<file path="src/rtl/stby_wake_pkg.sv">
package stby_wake_pkg;
  typedef enum logic [2:0] {
    ST_RUN    = 3'd0,
    ST_STBY   = 3'd1,
    ST_SETTLE = 3'd2,
    ST_GUARD  = 3'd3,
    ST_LOCK   = 3'd4
  } wake_state_e;

  localparam logic [2:0] SRC_NONE   = 3'd0;
  localparam logic [2:0] SRC_NMI    = 3'd1;
  localparam logic [2:0] SRC_LVL    = 3'd2;
  localparam logic [2:0] SRC_IRQ    = 3'd3;
  localparam logic [2:0] SRC_PORT   = 3'd4;
  localparam logic [2:0] SRC_PERIPH = 3'd5;

  localparam logic [1:0] STAT_RUN  = 2'b00;
  localparam logic [1:0] STAT_STBY = 2'b10;
endpackage

</file>
<file path="src/rtl/stby_wake_detect.sv">
module stby_wake_detect #(
  parameter int LVL_W = 4,
  parameter int NIRQ  = 4,
  parameter int NPINT = 2,
  parameter int NPER  = 4,
  parameter logic [NPER-1:0] PER_WAKE_MASK = '1
) (
  input  logic             clk,
  input  logic             rst_n,
  input  logic             nmi,
  input  logic [LVL_W-1:0] irl_lvl,
  input  logic [LVL_W-1:0] irl_mask,
  input  logic [NIRQ-1:0]  irq,
  input  logic [NIRQ-1:0]  irq_edge_sel,
  input  logic [NPINT-1:0] pint,
  input  logic [NPER-1:0]  periph,
  output logic             wake_any,
  output logic [2:0]       wake_code
);
  import stby_wake_pkg::*;

  logic [NIRQ-1:0] irq_prev_q;
  logic [NIRQ-1:0] irq_hit;

  always_ff @(posedge clk or negedge rst_n) begin
    if (!rst_n) irq_prev_q <= '0;
    else        irq_prev_q <= irq;
  end

  for (genvar i = 0; i < NIRQ; i++) begin : g_irq
    assign irq_hit[i] = irq_edge_sel[i] ? (irq[i] & ~irq_prev_q[i]) : irq[i];
  end

  logic lvl_hit, irq_any, pint_any, per_any;
  assign lvl_hit  = irl_lvl > irl_mask;
  assign irq_any  = |irq_hit;
  assign pint_any = |pint;
  assign per_any  = |(periph & PER_WAKE_MASK);

  always_comb begin
    wake_code = SRC_NONE;
    if (nmi)           wake_code = SRC_NMI;
    else if (lvl_hit)  wake_code = SRC_LVL;
    else if (irq_any)  wake_code = SRC_IRQ;
    else if (pint_any) wake_code = SRC_PORT;
    else if (per_any)  wake_code = SRC_PERIPH;
  end

  assign wake_any = (wake_code != SRC_NONE);
endmodule

</file>
<file path="src/rtl/stby_settle_cnt.sv">
module stby_settle_cnt #(
  parameter int W = 8
) (
  input  logic         clk,
  input  logic         rst_n,
  input  logic         cfg_wr,
  input  logic [W-1:0] cfg_data,
  input  logic         cfg_ok,
  input  logic         clear,
  input  logic         load,
  input  logic         inc,
  output logic [W-1:0] cnt,
  output logic [W-1:0] start_val,
  output logic         at_max,
  output logic         at_pre_mid
);
  localparam logic [W-1:0] MAX_V     = '1;
  localparam logic [W-1:0] PRE_MID_V = MAX_V >> 1;

  logic [W-1:0] cnt_q, cnt_d, start_q, start_d;

  always_comb begin
    start_d = start_q;
    if (cfg_wr && cfg_ok) start_d = cfg_data;
    cnt_d = cnt_q;
    if (clear)      cnt_d = '0;
    else if (load)  cnt_d = start_q;
    else if (inc)   cnt_d = cnt_q + 1'b1;
  end

  always_ff @(posedge clk or negedge rst_n) begin
    if (!rst_n) begin
      cnt_q   <= '0;
      start_q <= '0;
    end else begin
      cnt_q   <= cnt_d;
      start_q <= start_d;
    end
  end

  assign cnt        = cnt_q;
  assign start_val  = start_q;
  assign at_max     = (cnt_q == MAX_V);
  assign at_pre_mid = (cnt_q == PRE_MID_V);
endmodule

</file>
<file path="src/rtl/stby_seq_fsm.sv">
module stby_seq_fsm (
  input  logic                       clk,
  input  logic                       rst_n,
  input  logic                       mrst_req,
  input  logic                       sleep_req,
  input  logic                       stby_clr,
  input  logic                       tick_en,
  input  logic                       wake_any,
  input  logic                       at_max,
  input  logic                       at_pre_mid,
  output stby_wake_pkg::wake_state_e state_q,
  output logic                       cnt_clear,
  output logic                       cnt_load,
  output logic                       cnt_inc
);
  import stby_wake_pkg::*;

  wake_state_e state_d;

  always_comb begin
    state_d   = state_q;
    cnt_clear = 1'b0;
    cnt_load  = 1'b0;
    cnt_inc   = 1'b0;
    case (state_q)
      ST_RUN: begin
        if (mrst_req)       cnt_clear = 1'b1;
        else if (sleep_req) state_d = ST_STBY;
      end
      ST_STBY: begin
        if (mrst_req) begin
          cnt_clear = 1'b1;
          state_d   = ST_RUN;
        end else if (wake_any) begin
          cnt_load = 1'b1;
          state_d  = ST_SETTLE;
        end
      end
      ST_SETTLE: begin
        if (mrst_req) begin
          cnt_clear = 1'b1;
          state_d   = ST_RUN;
        end else if (tick_en) begin
          cnt_inc = 1'b1;
          if (at_max) state_d = ST_GUARD;
        end
      end
      ST_GUARD: begin
        if (mrst_req) begin
          cnt_clear = 1'b1;
          state_d   = ST_RUN;
        end else if (stby_clr) begin
          state_d = ST_RUN;
        end else if (tick_en) begin
          cnt_inc = 1'b1;
          if (at_pre_mid) state_d = ST_LOCK;
        end
      end
      ST_LOCK: state_d = ST_LOCK;
      default: state_d = ST_RUN;
    endcase
  end

  always_ff @(posedge clk or negedge rst_n) begin
    if (!rst_n) state_q <= ST_RUN;
    else        state_q <= state_d;
  end
endmodule

</file>
<file path="src/rtl/stby_wake_ctrl.sv">
module stby_wake_ctrl #(
  parameter int CNT_W = 8,
  parameter int LVL_W = 4,
  parameter int NIRQ  = 4,
  parameter int NPINT = 2,
  parameter int NPER  = 4,
  parameter logic [NPER-1:0] PER_WAKE_MASK = 4'b1110
) (
  input  logic             clk,
  input  logic             rst_n,
  input  logic             tick_en,
  input  logic             mrst_req,
  input  logic             sleep_req,
  input  logic             stby_clr,
  input  logic             cfg_wr,
  input  logic [CNT_W-1:0] cfg_data,
  input  logic             nmi,
  input  logic [LVL_W-1:0] irl_lvl,
  input  logic [LVL_W-1:0] irl_mask,
  input  logic [NIRQ-1:0]  irq,
  input  logic [NIRQ-1:0]  irq_edge_sel,
  input  logic [NPINT-1:0] pint,
  input  logic [NPER-1:0]  periph,
  output logic             clk_gate_en,
  output logic [1:0]       stat_o,
  output logic [2:0]       src_code,
  output logic [CNT_W-1:0] settle_cnt
);
  import stby_wake_pkg::*;

  logic [1:0] rst_sync_q;
  logic       rst_sync_n;

  always_ff @(posedge clk or negedge rst_n) begin
    if (!rst_n) rst_sync_q <= 2'b00;
    else        rst_sync_q <= {rst_sync_q[0], 1'b1};
  end
  assign rst_sync_n = rst_sync_q[1];

  wake_state_e      state_q;
  logic             wake_any, cnt_clear, cnt_load, cnt_inc, at_max, at_pre_mid;
  logic [2:0]       wake_code, src_q, src_d;
  logic [CNT_W-1:0] start_val;

  stby_wake_detect #(
    .LVL_W(LVL_W), .NIRQ(NIRQ), .NPINT(NPINT), .NPER(NPER),
    .PER_WAKE_MASK(PER_WAKE_MASK)
  ) u_detect (
    .clk(clk), .rst_n(rst_sync_n), .nmi(nmi), .irl_lvl(irl_lvl),
    .irl_mask(irl_mask), .irq(irq), .irq_edge_sel(irq_edge_sel),
    .pint(pint), .periph(periph), .wake_any(wake_any), .wake_code(wake_code)
  );

  stby_seq_fsm u_fsm (
    .clk(clk), .rst_n(rst_sync_n), .mrst_req(mrst_req), .sleep_req(sleep_req),
    .stby_clr(stby_clr), .tick_en(tick_en), .wake_any(wake_any),
    .at_max(at_max), .at_pre_mid(at_pre_mid), .state_q(state_q),
    .cnt_clear(cnt_clear), .cnt_load(cnt_load), .cnt_inc(cnt_inc)
  );

  stby_settle_cnt #(.W(CNT_W)) u_cnt (
    .clk(clk), .rst_n(rst_sync_n), .cfg_wr(cfg_wr), .cfg_data(cfg_data),
    .cfg_ok(state_q == ST_RUN), .clear(cnt_clear), .load(cnt_load),
    .inc(cnt_inc), .cnt(settle_cnt), .start_val(start_val),
    .at_max(at_max), .at_pre_mid(at_pre_mid)
  );

  always_comb begin
    src_d = src_q;
    if (cnt_clear)     src_d = SRC_NONE;
    else if (cnt_load) src_d = wake_code;
  end

  always_ff @(posedge clk or negedge rst_sync_n) begin
    if (!rst_sync_n) src_q <= SRC_NONE;
    else             src_q <= src_d;
  end

  assign src_code    = src_q;
  assign clk_gate_en = (state_q == ST_RUN) || (state_q == ST_GUARD);
  assign stat_o      = clk_gate_en ? STAT_RUN : STAT_STBY;
endmodule

</file>
<file path="config.mk">
export PLATFORM = sky130hd
export DESIGN_NAME = stby_wake_ctrl
export DESIGN_NICKNAME = d
export VERILOG_FILES = /design/src/rtl/stby_wake_pkg.sv /design/src/rtl/stby_wake_detect.sv /design/src/rtl/stby_settle_cnt.sv /design/src/rtl/stby_seq_fsm.sv /design/src/rtl/stby_wake_ctrl.sv
export SDC_FILE = /design/constraint.sdc
export NUM_CORES = 1
export LEC_CHECK = 0
export ABC_AREA = 1
export ABC_CLOCK_PERIOD_IN_PS = 1100
export BUFFER_PORTS_ARGS = -buffer_cell sky130_fd_sc_hd__buf_4
export CAP_MARGIN = 20
export CORE_MARGIN = 3
export CORE_UTILIZATION = 51
export CTS_CLUSTER_DIAMETER = 80
export DETAILED_ROUTE_END_ITERATION = 16
export PLACE_DENSITY = 0.85
export SLEW_MARGIN = 20
export SYNTH_ARGS = -nofsm -noshare
export SYNTH_HDL_FRONTEND = slang
export SYNTH_SLANG_ARGS = --single-unit
</file>
<file path="constraint.sdc">
create_clock -name clk -period 1.1 [get_ports clk]
set_input_delay 0.165 -clock clk [delete_from_list [all_inputs] [get_ports clk]]
set_output_delay 0.165 -clock clk [all_outputs]
set_load 0.01 [all_outputs]
</file>
-- After elaboration in Yosys (flattened, before gate mapping)
Index checks and enable logic that the tools add are counted.
- register bits after elaboration: 28
- output and inout port bits: 14
- add/subtract/negate cells: 1
- order comparisons: 1
- equality and inequality tests: 13
- muxes and demuxes: 37
- bitwise gates (word level): 8
- reduce and logical (&&, ||, !) cells: 11
- operators by type and width (kind ; count):
    $mux 3 ; 18
    $mux 8 ; 3
    $pmux 3 s5 ; 1
    $mux 1 ; 13
    $ne 3x3->1 const B ; 3
    $add 8x1->8 const B ; 1
    $eq 8x7->1 const B ; 1
    $eq 8x8->1 const B ; 1
    $ne 4x4->1 const B ; 2
    $reduce_or 4->1 ; 2
    $reduce_and 7->1 ; 1
    $eq 3x2->1 const B ; 2
    $reduce_bool 3->1 ; 2
    $and 1x1->1 ; 4
    $gt 4x4->1 ; 1
    $ne 2x2->1 const B ; 2
    $not 1->1 ; 4
    $eq 3x1->1 const B ; 1
    $eq 3x3->1 const B ; 1
    $logic_not 3->1 ; 1
    $reduce_or 3->1 ; 1
    $mux 2 ; 1
    $pmux 1 s2 ; 1
    $reduce_bool 2->1 ; 1
    3 further kinds ; 3

-- Logic depth before layout (Yosys ltp)
Gate-level depths: netlist of the first run.
- word-level depth: 13
- depth in mapped cells: 16
- gate-level depth less buffers: 16

-- By module
A second synthesis of the first run with hierarchy kept.
- cell total of the unflattened synthesis: 230
- area total of the unflattened synthesis: 1721.7 µm²
- modules (own cells, without submodules) (module ; instances ; cells each ; area an instance (µm²) ; seq. area each (µm²)):
    stby_settle_cnt ; 1 ; 104 ; 850.8 ; 400.4
    stby_wake_detect ; 1 ; 50 ; 349.1 ; 100.1
    stby_seq_fsm ; 1 ; 50 ; 304.0 ; 75.1
    stby_wake_ctrl ; 1 ; 26 ; 217.7 ; 125.1

-- Worst setup path before layout of the first run
OpenSTA, ideal clock, no wires.
- path kind: register to register
- start: reg u_cnt.cnt_q[0] (netlist: u_cnt.cnt[0])
- end: reg u_fsm.state_q[0]
- data arrival time: 1.410 ns
- data required time: 0.974 ns
- slack: -0.436 ns
- stages on the path, launching flop included: 11
- path buffers: 0
- path through: dfrtp_1 ha_1 nand3_1 nor2_1 nand3_1 nand3_1 nand3_1 nand2_1 nand3_1 nand2_1 o21ai_0
- word-level cells in the longest chain between the ends: 3
- RTL lines (item ; line ; text):
    start: declaration ; stby_settle_cnt.sv:20 ; logic [W-1:0] cnt_q, cnt_d, start_q, start_d;
    start signal: assignment ; stby_settle_cnt.sv:36 ; cnt_q <= cnt_d;
    $eq 8x7->1 / $eq 8x8->1 (equally long branches) ; stby_settle_cnt.sv:44, stby_settle_cnt.sv:43 ;
    $ne 4x4->1 (no line) / $ne 3x3->1 (equally long branches) ; - ;
    $reduce_and 7->1 (no line) (*) ; - ;
    end signal: assignment ; stby_seq_fsm.sv:66 ; else state_q <= state_d;
    end: declaration ; stby_seq_fsm.sv:11 ; output stby_wake_pkg::wake_state_e state_q,
Mark *: on every way between the ends. The rest lies on a longest branch, timed or not.
A chain may end at the register's enable or synchronous reset.

-- Worst setup path after layout of the first run
- start: reg u_detect.irq_prev_q[0]
- end: reg u_cnt.cnt_q[6] (netlist: u_cnt.cnt[6])
- word-level cells in the longest chain between the ends: 13
- RTL lines (item ; line ; text):
    start: declaration ; stby_wake_detect.sv:22 ; logic [NIRQ-1:0] irq_prev_q;
    start signal: assignment ; stby_wake_detect.sv:27 ; else irq_prev_q <= irq;
    $not 1->1 (*) ; stby_wake_detect.sv:31 ; assign irq_hit[i] = irq_edge_sel[i] ? (irq[i] & ~irq_prev_q[i]) : irq[i];
    $and 1x1->1 (*) ; stby_wake_detect.sv:31 ;
    $mux 1 (*) ; stby_wake_detect.sv:31 ;
    $reduce_or 4->1 (*) ; stby_wake_detect.sv:36 ; assign irq_any = |irq_hit;
    $mux 3 (*) ; stby_wake_detect.sv:44 ; else if (irq_any) wake_code = SRC_IRQ;
    $mux 3 (*) ; stby_wake_detect.sv:43 ; else if (lvl_hit) wake_code = SRC_LVL;
    $mux 3 (*) ; stby_wake_detect.sv:42 ; if (nmi) wake_code = SRC_NMI;
    $reduce_bool 3->1 (*) ; stby_wake_detect.sv:49 ; assign wake_any = (wake_code != SRC_NONE);
    $mux 1 (*) ; stby_seq_fsm.sv:34 ; end else if (wake_any) begin
    $mux 1 (*) ; stby_seq_fsm.sv:31 ; if (mrst_req) begin
    $mux 1 (*) ; stby_seq_fsm.sv:25 ; case (state_q)
    $mux 8 ; stby_settle_cnt.sv:27 ; else if (load) cnt_d = start_q;
    $mux 8 ; stby_settle_cnt.sv:26 ; if (clear) cnt_d = '0;
Marked as above.

==> metrics.txt, run 1 <==
Post-Syn Area=1652 um2; Main synth FF type=dfrtp_1; Starting Density=53.66%; DR WL/cell=22.13 um; critical path start-end classification=flop to flop; Synth top area share=a little over two fifths; Commonest cells post-synth=67 x nand2_1, 28 x dfrtp_1, 24 x nand3_1; maximum clock rate=approximately 0.53 GHz; GRT overflow=0; Synth Warn #=0; gpl congestion=~0.8; DRT antenna net count=0; pre-CTS setup slack=-0.6448 ns; area of the multi-input gates=1037 um2; FF+latch count, synth=28; layout cells sized above 1=between 50% and 60%; # IOs=52; Clock Path Buffers=2; combinational power share=~57%; Die Y=about 63 um; Clk pwr share=13.9%; Power Density=1767 nW/um2; RSZ-0062 raised after global routing=yes; EDFF count, synth=0; Critical Path Max Stage Delay=0.41 ns; crit path capture type=flop; top-count cell post-synth=nand2_1; Final Cell Area=2952 um2; worst path cell trace=nand2_2 > nand2_2 > nand2_4 > nor2_4 > buf_6 > nand3_4 > o21bai_4 > buf_6 > nand2_1 > nand2_1 > nand2_1 > nand2_1; Setup WS post-layout=-0.7807 ns; Syn Area/Cell=8.096 um2; total power draw=about 5.2 mW; Area Overhead vs Synth=78.71%; Net Sw Frac=~40%; number of vias per cell=between 6 and 7; register area share after synthesis=42.42%; total of max-cap violations=0; Worst EP required=around 1.4 ns; Port Buffers=49; Die X=62.91 um; placed cells=333; VDD IR max=1431 uV; Crit path arrival time=~2.2 ns; Final Cycle Share=171.0%; CTS sink cnt=28; Internal Power=3.134 mW; TritonCTS clock tree=yes; Fill cells=72; critical-path maximum fanout=8; H-tree levels=1; Core Area=3078 um2; Layout Skew=0.004326 ns; vias=2229; Worst-path clk slew=0.17 ns; Pins Over Slew Limit=0; Psw=2.081 mW; worst hold path type=input port to flop; final setup fails=33; cell taking the most area after synthesis=dfrtp_1; placed cell area=2462 um2; post-layout util=95.89%; CTS Buf Count=3; Clock Latency Late Sink=0.36 ns; Register Area=703.2 um2; overall global routing resource usage=30.73%; Fin. Hold Viols=0; most used cell, CP=nand2_1; number of library cell types mapped by synthesis=27; die area=3957 um2; Sequential Power Share=roughly 29%; Detailed Route WL=8055 um; fin cells=~360; Critical Path Slowest Stage Cell=dfrtp_1; synth top area cells=dfrtp_1 42%, nand2_1 15%, nand3_1 7.3%, mux2_2 5.5%, inv_1 5.0%; largest net degree at the start of global routing=17; first-pass GRT wire length=9487 um; n_diodes=0; Synthesized Nets=247; Final #Nets=364; outcome=finished with violations; CP Launch Type=flop; Post-Syn Instances=204; Placement Rows=20; DRC Markers=0; failing checks=setup timing; initial antenna violation count=0; Post-synth ARST share=100.0%; vias in the first global route=between 2000 and 2500; hpwl dp=3483 um; root buffer cell=clkbuf_4; minimum clock period=~1.9 ns; initial drt markers=about 240; first drt pass iteration count=5; Leak=1.514 nW
state kept, by name, indices dropped and copies added (netlist names):
register	cells
u_cnt.cnt	8
src_code	3
u_fsm.state_q	3
u_detect.irq_prev_q	4
rst_sync_q	2
u_cnt.start_val	8
cells by family (layout without fill, tap and decap cells):
family | count (synthesis) | count (layout) | synth area share (%)
AND/OR/NAND/NOR | 117 | 117 | 32.20
flip-flops | 28 | 28 | 42.42
buffers and inverters | 28 | 144 | 7.272
AO/OA/AOI/OAI | 10 | 10 | 5.228
multiplexers | 8 | 8 | 5.455
XOR/XNOR | 6 | 6 | 3.182
adder cells (fa/ha/maj) | 5 | 5 | 3.788
other | 2 | 2 | 0.4547
routing by layer:
layer / wire length (um) / vias up / global-route usage [%] / part of all wire (%)
li1: - / 892 / - / -
met1: 2663 / 1042 / 34.25 / 33
met2: 4011 / 220 / 57.05 / 50
met3: 793 / 75 / 5.036 / 9.8
met4: 587 / 0 / 12.67 / 7.3
met5: 0 / - / 0 / 0
metrics by stage:
step / TNS, ns / hold slack [ns]
2_1_floorplan: -4.866 / -0.1306
3_3_place_gp: -8.504 / -0.05123
3_5_place_dp: -9.724 / -0.05035
4_1_cts: -8.411 / 0.04169
5_1_grt: -14.79 / 0.03463
6_report: -13.71 / 0.03419
power by group through the flow:
stage                     logic, mW  clock network [mW]  registers, mW
after floorplan                1.08                   0           1.50
after global placement         1.87                   0           1.47
after detailed placement       1.96                   0           1.49
after CTS                      2.27               0.695           1.47
after global routing           3.10               0.748           1.53
final                          2.96               0.727           1.53
worst max-delay path: cells and delay by family (launching register included):
family,cells,cell delay (ns)
DFF,1,0.41
and+or+nand+nor,9,0.83
AOI/OAI and AO/OA,1,0.26
buffers and inverters,2,0.33
what timing repair did:
action                                 CTS  global route
setup endpoints to repair               32            35
pin swaps                               13            13
hold buffers                             5             0
resized for setup                       33            35
cloned                                   1             0
setup buffers                           13            13
endpoints found under the hold margin    6             0
cells in the final DEF (no fill, tap or decap), types with 2 or more instances in the layout:
master,netlist,layout
mux2_2,8,7
xor2_1,4,4
inv_2,1,3
nand2_2,2,17
buf_4,2,87
xnor2_1,2,2
nand2_1,67,46
clkbuf_4,0,3
buf_6,1,23
nand2_4,0,5
nand3_1,24,17
dfrtp_1,28,26
nor2_1,8,6
ha_4,0,3
inv_1,22,16
o21ai_1,0,5
conb_1,2,2
nand3_4,1,2
nand3_2,0,6
nor3_1,2,2
dlygate4sd3_1,0,5
inv_12,0,2
nand4_1,9,9
nor2_4,1,5
inv_4,0,2
dfrtp_2,0,2
path summary, 6_finish.rpt:
kind                                   startpoint                      to  slack (ns)  cells past startpoint
min in group asynchronous                   rst_n           rst_sync_q[1]        0.09                      2
hold reg to reg                     rst_sync_q[1]  u_detect.irq_prev_q[0]        0.10                      0
hold / removal                        cfg_data[7]      u_cnt.start_val[7]        0.03                      2
setup / recovery           u_detect.irq_prev_q[0]            u_cnt.cnt[6]       -0.78                     12
setup reg to reg           u_detect.irq_prev_q[0]            u_cnt.cnt[6]       -0.78                     12
max in group asynchronous           rst_sync_q[1]        u_fsm.state_q[2]        0.56                      1
layout make-up:
type | count | share of cell area, %
Clock buffer | 3 | 0.7630
Clock inverter | 1 | 1.017
Inverter | 24 | 4.112
Multi-Input combinational cell | 148 | 35.14
Sequential cell | 28 | 23.82
Tap cell | 44 | 1.865
Timing Repair Buffer | 116 | 33.28
(Power assumes the default switching activity.)
==> run 2: changes to the inputs <==
Settings changed: SKIP_CTS_REPAIR_TIMING from default to 1.
==> run 2 against run 1 <==
  * The flow still finishes with violations (setup timing)
  * Non-clock buffer count fell by 11
  * Clock power is 1% lower
  * Wire length shrank 29%
  * Worst setup slack improved by 0.17 ns
  * Design area shrank 5.8%
  * Register-to-register slack improved by 0.17 ns
  * Core utilization shrank 5.6 points
  * Final cell count decreased by 3.0%
  * Clock-buffer cell count unchanged
  * Power down 12%
  * Critical path depth decreased by 2
==> metrics.txt, run 2 (same netlist as run 1, synthesis figures left out) <==
most frequent cells in the layout=82 x buf_4, 59 x nand2_1, 25 x dfrtp_1 (was 87 x buf_4, 46 x nand2_1, 26 x dfrtp_1); Fill cells=138 (was 72); Final #Nets=353 (was 364); Pins Over Slew Limit=0 (unchanged); post-layout util=90.28% (was 95.89%); Die X=62.91 um (unchanged); first-pass GRT wire length=7486 um (was 9487 um); initial antenna violation count=0 (unchanged); Hold EP=u_cnt.start_val[3] (was u_cnt.start_val[7]); hpwl dp=3483 um (unchanged); Port Buffers=49 (unchanged); Layout Skew=0.009354 ns (was 0.004326 ns); critical path start-end classification=flop to flop (unchanged); DRT antenna net count=0 (unchanged); first drt pass iteration count=4 (was 5); commonest non-fill, non-tap cell in the layout=buf_4 (unchanged); Final Cycle Share=155.1% (was 171.0%); Power Density=1654 nW/um2 (was 1767 nW/um2); Die Y=62.91 um (unchanged); n_diodes=0 (unchanged); GRT overflow=0 (unchanged); die area=3957 um2 (unchanged); RSZ-0062 raised after global routing=yes (unchanged); number of vias per cell=5.334 (was 6.124); reg2reg start=u_fsm.state_q[1] (was u_detect.irq_prev_q[0]); combinational power share=51.7% (was 56.7%); Leak=1.432 nW (was 1.514 nW); overall global routing resource usage=23.58% (was 30.73%); hold path depth=2 (unchanged); Internal Power=2.864 mW (was 3.134 mW); hold path startpoint=cfg_data[3] (was cfg_data[7]); crit path capture type=flop (unchanged); Area Overhead vs Synth=68.26% (was 78.71%); Sequential Power Share=32.7% (was 29.3%); Clk pwr share=15.6% (was 13.9%); FF-to-FF End=u_cnt.cnt[0] (was u_cnt.cnt[6]); minimum clock period=1.707 ns (was 1.881 ns); Final Cell Area=2779 um2 (was 2952 um2); Clock Latency Late Sink=0.36 ns (about the same); Starting Density=53.66% (unchanged); Clock Path Buffers=2 (unchanged); CP Launch Type=flop (unchanged); layout cells sized above 1=50.16% (was 55.63%); Detailed Route WL=5738 um (was 8055 um); Placement Rows=20 (unchanged); total of max-cap violations=0 (unchanged); Net Sw Frac=37.68% (was 39.91%); placed cell area=2462 um2 (unchanged); TritonCTS clock tree=yes (unchanged); CTS Buf Count=3 (unchanged); VDD IR max=1423 uV (was 1431 uV); reg2reg path depth=10 (was 12); worst hold path type=input port to flop (unchanged); root buffer cell=clkbuf_4 (unchanged); vias=1883 (was 2229); outcome=finished with violations (unchanged); Core Area=3078 um2 (unchanged); final setup fails=32 (was 33); Crit path arrival time=2.01 ns (was 2.19 ns); initial drt markers=147 (was 243); DR WL/cell=16.25 um (was 22.13 um); failing checks=setup timing (unchanged); CTS sink cnt=28 (unchanged); # IOs=52 (unchanged); largest net degree at the start of global routing=17 (unchanged); Fin. Hold Viols=0 (unchanged); gpl congestion=0.8173 (unchanged); Setup WS post-layout=-0.6065 ns (was -0.7807 ns); critical-path maximum fanout=8 (unchanged); vias in the first global route=1748 (was 2040); H-tree levels=1 (unchanged); Worst-path clk slew=0.16 ns (was 0.17 ns); Psw=1.731 mW (was 2.081 mW); r2r setup slk=-0.61 ns (was -0.78 ns); DRC Markers=0 (unchanged); maximum clock rate=0.5860 GHz (was 0.5317 GHz); Worst EP required=1.40 ns (about the same)
-- run 2: cell types whose count changed in the layout (fill, tap and decap cells not counted), sizes merged --
| cell | previous run | this run |
|---|---|---|
| buf | 111 | 100 |
-- run 2: worst max-delay path by stage --
stage / start / endpoint / slack (ns) / cells past startpoint
final: u_fsm.state_q[1] / u_cnt.cnt[0] / -0.61 / 10
after detailed placement: irl_mask[3] / u_cnt.cnt[6] / -0.64 / 16
after global placement: irl_mask[3] / u_cnt.cnt[5] / -0.57 / 16
after floorplan: u_cnt.cnt[0] / u_fsm.state_q[0] / -0.37 / 10
after CTS: u_detect.irq_prev_q[1] / u_cnt.cnt[0] / -0.52 / 12
after global routing: u_fsm.state_q[2] / u_cnt.cnt[0] / -0.67 / 9
-- run 2: worst max-delay path: stages, from the launching register on --
cell and delay (ns):
dfrtp_1 0.46, inv_2 0.06, nor2_4 0.11, nand2_2 0.10, nor2_4 0.12, nand2_2 0.09
o21ai_4 0.08, nand3_4 0.11, a21oi_4 0.29, nand2_1 0.11, nand2_1 0.09
-- run 2: cell type report --
cell class              count  area [um2]  area share (%)
multi-input cells         148       980.9           35.30
flip-flops and latches     28       704.4           25.35
inverters                  24       117.6           4.232
clock inverters             1       30.03           1.081
repair buffers            105       868.3           31.25
clock buffers               3       22.52          0.8104
well taps                  44       55.05           1.981
-- run 2: stage by stage --
stage / hold WS [ns] / total power, mW / TNS [ns] / setup WS [ns] / std cells
3_5_place_dp: -0.05035 / 3.452 / -9.724 / -0.6448 / 333
3_3_place_gp: -0.05123 / 3.338 / -8.504 / -0.5707 / 333
2_1_floorplan: -0.1306 / 2.578 / -4.866 / -0.3663 / 204
4_1_cts: -0.4313 / 4.140 / -9.791 / -0.5177 / 337
6_report: 0.02143 / 4.595 / -10.93 / -0.6065 / 353
5_1_grt: 0.01009 / 4.849 / -13.21 / -0.6717 / 353
-- run 2: power groups by stage --
stage	Sequential, mW	Clock (mW)	Combinational, mW
after floorplan	1.50	0	1.08
after global placement	1.47	0	1.87
after detailed placement	1.49	0	1.96
after CTS	1.46	0.695	1.98
after global routing	1.53	0.772	2.55
final	1.50	0.717	2.38
-- run 2: routing by layer --
metal / vias up / global-route usage [%] / routed length [um] / part of all wire (%)
met5: - / 0 / 0 / 0
met3: 30 / 3.597 / 366 / 6.4
met4: 0 / 8.815 / 253 / 4.4
met2: 104 / 42.42 / 3065 / 53
met1: 877 / 28.01 / 2052 / 36
li1: 872 / - / - / -
==> run 3: changes to the inputs <==
Settings changed: CORE_ASPECT_RATIO from default to 2, CTS_CLUSTER_DIAMETER 80 to default.
==> run 3 against run 2 <==
  * First-iteration DRC count is 69% lower
  * Sequential share of layout area up 0.43 points
  * Design area decreased by 2.2%
  * Clock power shrank 22%
  * Critical path type unchanged
  * Combinational power grew 5%
  * Hold slack lost 0.024 ns
  * Largest power group unchanged
  * The run ends with hold timing, setup timing left
  * Worst setup slack better by 0.093 ns
==> metrics.txt, run 3 (same netlist as run 1, synthesis figures left out) <==
Starting Density=54.19% (was 53.66%); Core Area=3048 um2 (was 3078 um2); Final #Nets=344 (was 353); setup TNS=-10.29 ns (was -10.93 ns); root buffer cell=clkbuf_8 (was clkbuf_4); crit path capture type=flop (unchanged); Placement Rows=28 (was 20); RSZ-0062 raised after global routing=yes (unchanged); DRC Markers=0 (unchanged); most frequent cells in the layout=69 x buf_4, 56 x nand2_1, 28 x dfrtp_1 (was 82 x buf_4, 59 x nand2_1, 25 x dfrtp_1); critical path start-end classification=flop to flop (unchanged); Pins Over Slew Limit=0 (unchanged); number of vias per cell=5.347 (was 5.334); total of max-cap violations=0 (unchanged); Clock Path Buffers=2 (unchanged); Clock Latency Late Sink=0.28 ns (was 0.36 ns); GRT overflow=0 (unchanged); CP Launch Type=flop (unchanged); delay-heaviest family, CP=simple AND/OR/NAND/NOR gates (unchanged); Final Cell Area=2718 um2 (was 2779 um2); # IOs=52 (unchanged); Fill cells=145 (was 138); DRT antenna net count=0 (unchanged); die area=3999 um2 (was 3957 um2); largest net degree at the start of global routing=25 (was 17); CTS Buf Count=3 (unchanged); Psw=1.654 mW (was 1.731 mW); Crit path arrival time=1.78 ns (was 2.01 ns); vias in the first global route=1655 (was 1748); Internal Power=2.887 mW (was 2.864 mW); met3 GRT Util=2.079% (was 3.597%); first-pass GRT wire length=7044 um (was 7486 um); hpwl dp=3463 um (was 3483 um); Worst Path Buf+Inv=2 (was 1); met2 Use GR=44.47% (was 42.42%); VDD IR max=1288 uV (was 1423 uV); H-tree levels=1 (unchanged); n_diodes=0 (unchanged); GR Util met1=25.78% (was 28.01%); total power draw=4.541 mW (was 4.595 mW); Die Y=86.48 um (was 62.91 um); outcome=finished with violations (unchanged); DR WL/cell=15.32 um (was 16.25 um); maximum clock rate=0.6198 GHz (was 0.5860 GHz); minimum clock period=1.613 ns (was 1.707 ns); initial antenna violation count=0 (unchanged); initial drt markers=46 (was 147); Layout Skew=0.005285 ns (was 0.009354 ns); Net Sw Frac=36.42% (was 37.68%); first drt pass iteration count=4 (unchanged); overall global routing resource usage=23.69% (was 23.58%); final setup fails=27 (was 32); combinational power share=54.8% (was 51.7%); Worst EP required=1.27 ns (was 1.40 ns); Sequential Power Share=32.8% (was 32.7%); gpl congestion=0.8815 (was 0.8173); TritonCTS clock tree=yes (unchanged); failing checks=hold timing, setup timing (was setup timing); Detailed Route WL=5039 um (was 5738 um); CTS sink cnt=28 (unchanged); Final Cycle Share=146.7% (was 155.1%); GRT Max-Usage Layer=met2 (unchanged); commonest non-fill, non-tap cell in the layout=buf_4 (unchanged); Port Buffers=49 (unchanged); post-layout util=89.16% (was 90.28%); Area Overhead vs Synth=64.55% (was 68.26%); Critical Path Slowest Stage Cell=dfrtp_1 (unchanged); worst hold path type=input port to flop (unchanged); worst path cell trace=nand2_1 > nand2_1 > nand2_2 > nor2_4 > buf_6 > nand3_4 > o21bai_4 > buf_6 > a21oi_4 > nand2_1 > nand2_1 (was inv_2 > nor2_4 > nand2_2 > nor2_4 > nand2_2 > o21ai_4 > nand3_4 > a21oi_4 > nand2_1 > nand2_1); critical-path maximum fanout=8 (unchanged); Leak=1.400 nW (was 1.432 nW); Fin. Hold Viols=2 (was 0); Power Density=1671 nW/um2 (was 1654 nW/um2); Setup WS post-layout=-0.5133 ns (was -0.6065 ns); Critical Path Max Stage Delay=0.35 ns (was 0.46 ns); vias=1759 (was 1883); Worst-path clk slew=0.09 ns (was 0.16 ns); placed cell area=2462 um2 (unchanged); WHS=-0.002897 ns (was 0.02143 ns); most used cell, CP=nand2_1; Clk pwr share=12.3% (was 15.6%); Die X=46.24 um (was 62.91 um); layout cells sized above 1=47.83% (was 50.16%)
==> run 3: changes by cell type in the layout (fill, tap and decap cells not counted), moves of 2 or more <==
cell,previous run,this run
buf_4,82,69
nand2_2,7,10
buf_12,0,2
buf_6,18,21
nand2_1,59,56
dlygate4sd3_1,5,3
dfrtp_2,3,0
o21ai_1,4,6
clkbuf_8,0,3
clkbuf_4,3,0
o21ai_2,2,0
dfrtp_1,25,28
==> run 3: routing by layer <==
metal | vias to the layer above | share of wire, % | wire, um
li1 | 845 | - | -
met1 | 839 | 34 | 1728
met2 | 57 | 59 | 2980
met3 | 18 | 3.1 | 154
met4 | 0 | 3.5 | 175
met5 | - | 0 | 0
==> run 3: cell type report <==
cell class / count / area (um2) / share of cell area [%]
inverter: 24 / 117.6 / 4.328
multi-input combinational: 148 / 970.9 / 35.73
tap: 30 / 37.54 / 1.381
timing repair buffer: 96 / 849.6 / 31.26
clock buffer: 3 / 41.29 / 1.519
sequential: 28 / 700.7 / 25.78
==> run 3: stage by stage <==
step / worst slack (ns) / hold WS (ns) / instances
2_1_floorplan: -0.3663 / -0.1306 / 204
3_3_place_gp: -0.5721 / -0.05132 / 318
3_5_place_dp: -0.6174 / -0.05005 / 318
4_1_cts: -0.4948 / -0.3467 / 321
5_1_grt: -0.6523 / -0.003409 / 329
6_report: -0.5133 / -0.002897 / 329
==> run 3: path summary, 6_finish.rpt <==
kind                                   startpoint  slack [ns]  cells after the start                     end
setup / recovery           u_detect.irq_prev_q[2]       -0.51                     11            u_cnt.cnt[6]
hold reg to reg                     rst_sync_q[1]        0.04                      0  u_detect.irq_prev_q[0]
hold / removal                             irq[2]      -0.003                      1  u_detect.irq_prev_q[2]
min in group asynchronous           rst_sync_q[1]        0.04                      0  u_detect.irq_prev_q[0]
setup reg to reg           u_detect.irq_prev_q[2]       -0.51                     11            u_cnt.cnt[6]
max in group asynchronous           rst_sync_q[1]        0.53                      1            u_cnt.cnt[5]
==> run 3: power by group through the flow <==
stage                     clock (mW)  combinational, mW  sequential [mW]
after floorplan                    0               1.08             1.50
after global placement             0               1.94             1.46
after detailed placement           0               2.01             1.49
after CTS                      0.554               2.03             1.46
after global routing           0.594               2.67             1.52
final                          0.561               2.49             1.49
